**config.mk**
```make
export PLATFORM = sky130hd
export DESIGN_NAME = ptc_inval_engine
export DESIGN_NICKNAME = d
export VERILOG_FILES = /design/src/rtl/ptc_pkg.sv /design/src/rtl/ptc_cmd_reg.sv /design/src/rtl/ptc_walker.sv /design/src/rtl/ptc_tag_cache.sv /design/src/rtl/ptc_inval_engine.sv
export SDC_FILE = /design/constraint.sdc
export NUM_CORES = 2
export LEC_CHECK = 0
export BUFFER_PORTS_ARGS = -buffer_cell sky130_fd_sc_hd__buf_2
export CAP_MARGIN = 10
export CORE_ASPECT_RATIO = 2
export CORE_MARGIN = 5
export CORE_UTILIZATION = 40
export CTS_CLUSTER_DIAMETER = 150
export DETAILED_ROUTE_END_ITERATION = 8
export PLACE_DENSITY_LB_ADDON = 0.08
export SLEW_MARGIN = 30
export SYNTH_ARGS = -nofsm -noshare
export SYNTH_HDL_FRONTEND = slang
export SYNTH_SLANG_ARGS = --single-unit
export TNS_END_PERCENT = 10
```
**constraint.sdc**
```tcl
create_clock -name clk -period 4.3 [get_ports clk]
set_input_delay 0.215 -clock clk [delete_from_list [all_inputs] [get_ports clk]]
set_output_delay 0.215 -clock clk [all_outputs]
set_load 0.01 [all_outputs]
```
**src/rtl/ptc_pkg.sv**
```systemverilog
package ptc_pkg;
   // Command word layout (positions are decoded by software)
   localparam int CMD_W   = 64;
   localparam int CNT_LSB = 53;
   localparam int CNT_W   = 11;
   localparam int ENT_LSB = 3;
   localparam int ENT_W   = 39;
   localparam int GO_BIT  = 0;
   localparam int ERR_BIT = 1;

   typedef struct packed {
      logic [CNT_W-1:0] count;
      logic [ENT_W-1:0] start;
   } ptc_cmd_t;

   function automatic ptc_cmd_t ptc_decode(input logic [CMD_W-1:0] w);
      ptc_cmd_t c;
      c.count = w[CNT_LSB +: CNT_W];
      c.start = w[ENT_LSB +: ENT_W];
      return c;
   endfunction

   function automatic logic [CMD_W-1:0] ptc_encode(input ptc_cmd_t c,
                                                    input logic err,
                                                    input logic busy);
      logic [CMD_W-1:0] w;
      w = '0;
      w[CNT_LSB +: CNT_W] = c.count;
      w[ENT_LSB +: ENT_W] = c.start;
      w[ERR_BIT]          = err;
      w[GO_BIT]           = busy;
      return w;
   endfunction
endpackage

```
**src/rtl/ptc_cmd_reg.sv**
```systemverilog
module ptc_cmd_reg
   import ptc_pkg::*;
(
   input  logic             clk,
   input  logic             rst_n,
   input  logic             wr_en,
   input  logic [CMD_W-1:0] wr_data,
   input  logic             done,
   output logic             busy,
   output logic             err,
   output ptc_cmd_t         cmd,
   output logic [CMD_W-1:0] rd_data
);
   logic unused_wbits;
   assign unused_wbits = ^{wr_data[CNT_LSB-1:ENT_LSB+ENT_W], wr_data[2:1]};

   always_ff @(posedge clk) begin
      if (!rst_n) begin
         busy <= 1'b0;
         err  <= 1'b0;
         cmd  <= '0;
      end else begin
         if (done)
            busy <= 1'b0;
         if (wr_en && busy)
            err <= 1'b1;
         if (wr_en && !busy) begin
            cmd  <= ptc_decode(wr_data);
            err  <= 1'b0;
            busy <= wr_data[GO_BIT];
         end
      end
   end

   assign rd_data = ptc_encode(cmd, err, busy);


   busy_wr_ignored_chk: assert property (@(posedge clk) disable iff (!rst_n)
      (wr_en && busy && !done) |=> (err && busy && $stable(cmd)));
endmodule

```
**src/rtl/ptc_walker.sv**
```systemverilog
module ptc_walker #(
   parameter  int LINES  = 8,
   localparam int SLOT_W = $clog2(LINES)
) (
   input  logic              clk,
   input  logic              rst_n,
   input  logic              busy,
   input  logic              zero_cnt,
   output logic              inv_en,
   output logic [SLOT_W-1:0] inv_idx,
   output logic              done
);
   localparam logic [SLOT_W-1:0] LAST = SLOT_W'(LINES - 1);

   logic [SLOT_W-1:0] cursor;

   always_ff @(posedge clk) begin
      if (!rst_n)
         cursor <= '0;
      else if (!busy || zero_cnt)
         cursor <= '0;
      else
         cursor <= cursor + 1'b1;
   end

   assign inv_en  = busy && !zero_cnt;
   assign inv_idx = cursor;
   assign done    = busy && (zero_cnt || cursor == LAST);


   zero_cnt_one_cycle_chk: assert property (@(posedge clk) disable iff (!rst_n)
      (busy && zero_cnt) |=> !busy);

   walk_ends_at_last_chk: assert property (@(posedge clk) disable iff (!rst_n)
      (busy && !zero_cnt && cursor == LAST) |=> !busy);

   walk_not_early_chk: assert property (@(posedge clk) disable iff (!rst_n)
      (busy && !zero_cnt && cursor != LAST) |=> (busy && cursor == $past(cursor) + 1'b1));
endmodule

```
**src/rtl/ptc_tag_cache.sv**
```systemverilog
module ptc_tag_cache
   import ptc_pkg::*;
#(
   parameter  int LINES  = 8,
   localparam int SLOT_W = $clog2(LINES)
) (
   input  logic              clk,
   input  logic              rst_n,
   input  logic              busy,
   input  logic              fill_en,
   input  logic [SLOT_W-1:0] fill_slot,
   input  logic [ENT_W-1:0]  fill_entry,
   input  logic              inv_en,
   input  logic [SLOT_W-1:0] inv_idx,
   input  logic [ENT_W-1:0]  rng_start,
   input  logic [CNT_W-1:0]  rng_count,
   input  logic [ENT_W-1:0]  probe_entry,
   output logic              probe_hit
);
   logic [LINES-1:0] valid_q;
   logic [LINES-1:0] in_rng;
   logic [LINES-1:0] match;
   logic [ENT_W:0]   rng_end;

   assign rng_end = {1'b0, rng_start} + (ENT_W+1)'(rng_count);

   for (genvar g = 0; g < LINES; g++) begin : g_line
      logic [ENT_W-1:0] tag_q;

      assign in_rng[g] = ({1'b0, tag_q} >= {1'b0, rng_start}) &&
                         ({1'b0, tag_q} <  rng_end);
      assign match[g]  = valid_q[g] && (tag_q == probe_entry);

      always_ff @(posedge clk) begin
         if (!rst_n) begin
            valid_q[g] <= 1'b0;
            tag_q      <= '0;
         end else if (inv_en && inv_idx == SLOT_W'(g)) begin
            if (in_rng[g])
               valid_q[g] <= 1'b0;
         end else if (fill_en && !busy && fill_slot == SLOT_W'(g)) begin
            valid_q[g] <= 1'b1;
            tag_q      <= fill_entry;
         end
      end
   end

   assign probe_hit = |match;


   no_fill_while_busy_chk: assert property (@(posedge clk) disable iff (!rst_n)
      busy |=> ((valid_q & ~$past(valid_q)) == '0));

   range_line_cleared_chk: assert property (@(posedge clk) disable iff (!rst_n)
      (inv_en && in_rng[inv_idx]) |=> !valid_q[$past(inv_idx)]);

   outside_line_kept_chk: assert property (@(posedge clk) disable iff (!rst_n)
      (inv_en && !in_rng[inv_idx] && valid_q[inv_idx]) |=> valid_q[$past(inv_idx)]);
endmodule

```
**src/rtl/ptc_inval_engine.sv**
```systemverilog
module ptc_inval_engine
   import ptc_pkg::*;
#(
   parameter  int LINES  = 8,
   localparam int SLOT_W = $clog2(LINES)
) (
   input  logic              clk,
   input  logic              rst_n,
   input  logic              reg_wr,
   input  logic [63:0]       reg_wdata,
   output logic [63:0]       reg_rdata,
   input  logic              fill_en,
   input  logic [SLOT_W-1:0] fill_slot,
   input  logic [38:0]       fill_entry,
   input  logic [38:0]       probe_entry,
   output logic              probe_hit
);
   if (LINES < 2 || (LINES & (LINES - 1)) != 0) begin : g_bad_lines
      $error("ptc_inval_engine: LINES must be a power of two, at least 2");
   end

   logic              busy;
   logic              err;
   logic              done;
   logic              inv_en;
   logic [SLOT_W-1:0] inv_idx;
   ptc_cmd_t          cmd;

   ptc_cmd_reg u_reg (
      .clk     (clk),
      .rst_n   (rst_n),
      .wr_en   (reg_wr),
      .wr_data (reg_wdata),
      .done    (done),
      .busy    (busy),
      .err     (err),
      .cmd     (cmd),
      .rd_data (reg_rdata)
   );

   ptc_walker #(.LINES(LINES)) u_walk (
      .clk      (clk),
      .rst_n    (rst_n),
      .busy     (busy),
      .zero_cnt (cmd.count == '0),
      .inv_en   (inv_en),
      .inv_idx  (inv_idx),
      .done     (done)
   );

   ptc_tag_cache #(.LINES(LINES)) u_cache (
      .clk         (clk),
      .rst_n       (rst_n),
      .busy        (busy),
      .fill_en     (fill_en),
      .fill_slot   (fill_slot),
      .fill_entry  (fill_entry),
      .inv_en      (inv_en),
      .inv_idx     (inv_idx),
      .rng_start   (cmd.start),
      .rng_count   (cmd.count),
      .probe_entry (probe_entry),
      .probe_hit   (probe_hit)
   );


   go_sets_busy_chk: assert property (@(posedge clk) disable iff (!rst_n)
      (reg_wr && !busy && reg_wdata[0]) |=> reg_rdata[0]);

   no_go_stays_idle_chk: assert property (@(posedge clk) disable iff (!rst_n)
      (reg_wr && !busy && !reg_wdata[0]) |=> !reg_rdata[0]);
endmodule

```
==> summary.md <==
| Metric | Value |
|---|---|
| 1st-pass router iterations | 6 |
| NumNets Final | 5248 |
| Part of the power in the clock network | 34.5% |
| Failing checks | negative setup slack |
| Initial antenna violation count | 14 |
| Share of flip-flops with an asynchronous set or reset | 0% |
| CTS HTree Levels | 2 |
| Post-layout min period | 4480 ps |
| I/O pin cnt | 214 |
| Tcrit/Tclk final | 104% |
| Yosys warns | 0 |
| CP Max Fanout | 5 |
| # fillers | 7920 |
| Vias in the first global route | 34.1k |
| Effective utilization at floorplan | 40.3% |
| Share of cells above drive strength 1 | 17.4% |
| Total power | 10.9 mW |
| Relative slew slack | 26.7% |
| Total GRT Usage | 44.3% |
| Pin count of the biggest net entering global routing | 96 |
| Clk root buf | clkbuf_16 |
| Yosys reg bits | 375 |
| Most used cell, CP | buf_4 |
| Startpoint types | flip-flop |
| CTS tree | built |
| Clock tree buffer depth | 3 |
| Final ANT Viol Nets | 0 |
| Int Pwr | 6.91 mW |
| Synth Flop Type | dfxtp_1 |
| Max Cap Viol | 0 |
| Final TNS setup | -488 ps |
| Input/output buffers | 188 |
| Max-slew violation count | 0 |
| Status | complete, but fails checks |
| Slowest-stage cell, CP | o41ai_1 |
| Final hold violation count | 0 |
| Crit-path cells | ha_4, fa_2, a21oi_4, o22ai_4, buf_4, o221ai_4, buf_4, buf_4, nor3_1, xnor2_1, buf_4, ha_1, nand2_1, o41ai_1, o2111ai_4, o221ai_2 |
| Core ar. | 79100 µm² |
| Worst Hold Class | in2reg |
| Share of the synthesized area in the top cell type | 23.5% |
| Final setup violation count | 5 |
| Power Dens Cells | 278 nW/µm² |
| CP endpoint kind | flip-flop |
| DRT Wirelength | 198000 µm |
| Syn avg cell area | 7.96 µm² |
| Switch Pwr | 4.00 mW |
| Clk Latency, worst-skew pair | 620 ps |
| RSZ-0062 raised after global routing | true |
| Yosys cell types | 94 |
| Leak | 17.7 nW |
| Slew @ Worst Pin | 1090 ps |
| Final Worst Setup Slack | -185 ps |
| Required @ worst endpoint | 4830 ps |
| Area delta synth->final | 23.0% |
| # rows | 146 |
| CTS clk-pin slew, worst paths | 80 ps |
| Post-DP HPWL | 159000 µm |
| Critical Path AT | 5010 ps |
| Register area share after synthesis | 23.5% |
| Mapped cell area | 31900 µm² |
| Die X | 210 µm |
| Die Y | 409 µm |
| Clock skew | 33.0 ps |
| Sink Count | 375 |
| Remaining DRCs | 0 |
| Drt first-iter violations | 3058 |
| Synth top area cells | dfxtp_1, ha_1, nand2_1 |
| Total CTS buffers | 39 |
| Crit-path leading delay family | compound AO/OA/AOI/OAI gates |
| Vias | 34.5k |
| VDD IR max | 0.000306 V |
| Net Sw Frac | 36.7% |
| DR WL/cell | 35.4 µm |
| GR Overflow Total | 0 |
| Vias per cell | 6.18 |
| Die area | 85800 µm² |
| Reg power frac | 34.4% |
| Post-synth EDFFs | 0 |
| First-pass GRT wire length | 268000 µm |
| Synth area leader | dfxtp_1 |
| Routability Congestion | 1.08 |
| FMAX | 0.223 GHz |
| Post-Syn Instances | 4005 |
| Crit path buffers/inverters | 4 |
| Slowest stage delay, CP | 840 ps |
| Critical path class | reg2reg |
| Logic gate share of total power | 31.1% |
-- power groups by stage --
stage / clock network, mW / registers [mW] / logic [mW]
after global routing: 3.91 / 3.74 / 3.56
after detailed placement: 0 / 3.82 / 3.12
final: 3.77 / 3.75 / 3.40
after CTS: 3.80 / 3.74 / 3.24
after global placement: 0 / 3.82 / 3.12
after floorplan: 0 / 3.75 / 1.56
-- stage by stage --
| stage | std cells | cell area [µm²] | utilization (%) | hold slack (ps) | setup slack (ps) |
|---|---|---|---|---|---|
| CTS | 5575 | 38900 | 49.2 | 160 | -290 |
| detailed placement | 5412 | 36400 | 46.1 | 460 | -626 |
| global placement | 5412 | 36400 | 46.1 | 452 | -581 |
| floorplan | 4016 | 32000 | - | 341 | 22.1 |
| finish | 5587 | 39200 | 49.6 | 225 | -185 |
| global route | 5580 | 39200 | 49.6 | 228 | -233 |
-- cell usage after synthesis, types with 34 or more instances --
cell type  instances
xor2_1           199
nand3_1           58
dfxtp_1          375
buf_4             34
nor2_1            80
ha_1             585
a21o_1           123
nand4_1          123
xnor2_1          134
o21ai_0          110
nor3_1            38
a21oi_1          525
inv_1             99
nor4_1            76
nand2_1          826
clkbuf_1         157
-- sequential cells by signal, summed over array words and instances (netlist names) --
| signal | cells |
|---|---|
| u_reg.busy | 1 |
| u_cache.valid_q | 8 |
| u_reg.cmd | 50 |
| u_cache.g_line.tag_q | 312 |
| u_walk.inv_idx | 3 |
| u_reg.err | 1 |
-- what timing repair did --
| item | 4_1_cts | 5_1_grt |
|---|---|---|
| pin swaps | 34 | 23 |
| endpoints found under the hold margin | 357 | 0 |
| setup endpoints to repair | 8 | 8 |
| hold buffers | 91 | 0 |
| setup buffers | 2 | 4 |
| resized for setup | 53 | 42 |
-- tightest hold or removal path, stage by stage --
cell	delay [ps]
buf_2	330
nand2_1	190
nor2_1	40
-- cell type report --
| cell class | instances | area, µm² | area share (%) |
|---|---|---|---|
| clock inverter | 15 | 206 | 0.526 |
| timing repair buffer | 683 | 5010 | 12.8 |
| clock buffer | 56 | 1130 | 2.88 |
| sequential | 375 | 7510 | 19.1 |
| tap | 1036 | 1300 | 3.30 |
| antenna | 8 | 20.0 | 0.0510 |
| multi-input combinational | 3312 | 23700 | 60.3 |
| inverter | 102 | 390 | 0.995 |
-- worst paths after layout --
| check | startpoint | endpoint | slack [ps] | cells after the start |
|---|---|---|---|---|
| max | u_reg.cmd[0]$_SDFFE_PN0P_ | u_cache.valid_q[4]$_SDFFE_PN0P_ | -180 | 16 |
| max reg2reg | u_reg.cmd[0]$_SDFFE_PN0P_ | u_cache.valid_q[4]$_SDFFE_PN0P_ | -180 | 16 |
| min reg2reg | u_walk.inv_idx[0]$_SDFF_PP0_ | u_walk.inv_idx[0]$_SDFF_PP0_ | 490 | 1 |
| min | rst_n | u_walk.inv_idx[2]$_SDFF_PP0_ | 220 | 3 |
-- kinds of logic (layout without fill, tap and decap cells) --
kind of cell,count (synthesis),count (layout),share of synthesized area [%]
other,1,20,0.0118
buffers and inverters,329,856,4.37
AND/OR/NAND/NOR,1353,1353,19.5
multiplexers,1,1,0.0314
flip-flops,375,375,23.5
XOR/XNOR,343,343,9.85
adder cells (fa/ha/maj),602,602,23.5
AO/OA/AOI/OAI,1001,1001,19.2
-- metal layers --
layer	wire length, µm	share of wire [%]	global-route usage [%]
met1	62600	32	42.6
met3	12200	6.2	7.12
met2	93500	47	75.9
met4	29500	15	48.3
met5	7	0.0035	0
-- cell usage in the layout, fill, tap and decap left out, types with 10 or more instances in the layout --
cell type / synthesis / routed
o21ai_0: 110 / 104
buf_12: 0 / 10
a211oi_1: 31 / 26
nor2_1: 80 / 74
and4_1: 21 / 21
conb_1: 1 / 12
a31oi_1: 10 / 10
dlygate4sd3_1: 0 / 91
o22ai_1: 15 / 15
xnor2_1: 134 / 127
nor2b_1: 33 / 32
dfxtp_1: 375 / 373
a221oi_1: 14 / 13
buf_2: 6 / 189
a21oi_1: 525 / 515
nand2b_1: 13 / 13
buf_4: 34 / 391
nand3_1: 58 / 53
a21o_1: 123 / 123
nor3_1: 38 / 34
xor2_1: 199 / 197
inv_1: 99 / 99
ha_1: 585 / 578
nor4_1: 76 / 72
o21a_1: 25 / 25
nand2_1: 826 / 821
clkbuf_16: 0 / 40
o2111ai_1: 12 / 10
a21oi_2: 2 / 11
and2_1: 21 / 19
maj3_1: 14 / 12
nand4_1: 123 / 123
o211ai_1: 14 / 14
and3_1: 19 / 18
Note: power is estimated with default switching activity, not from simulation.
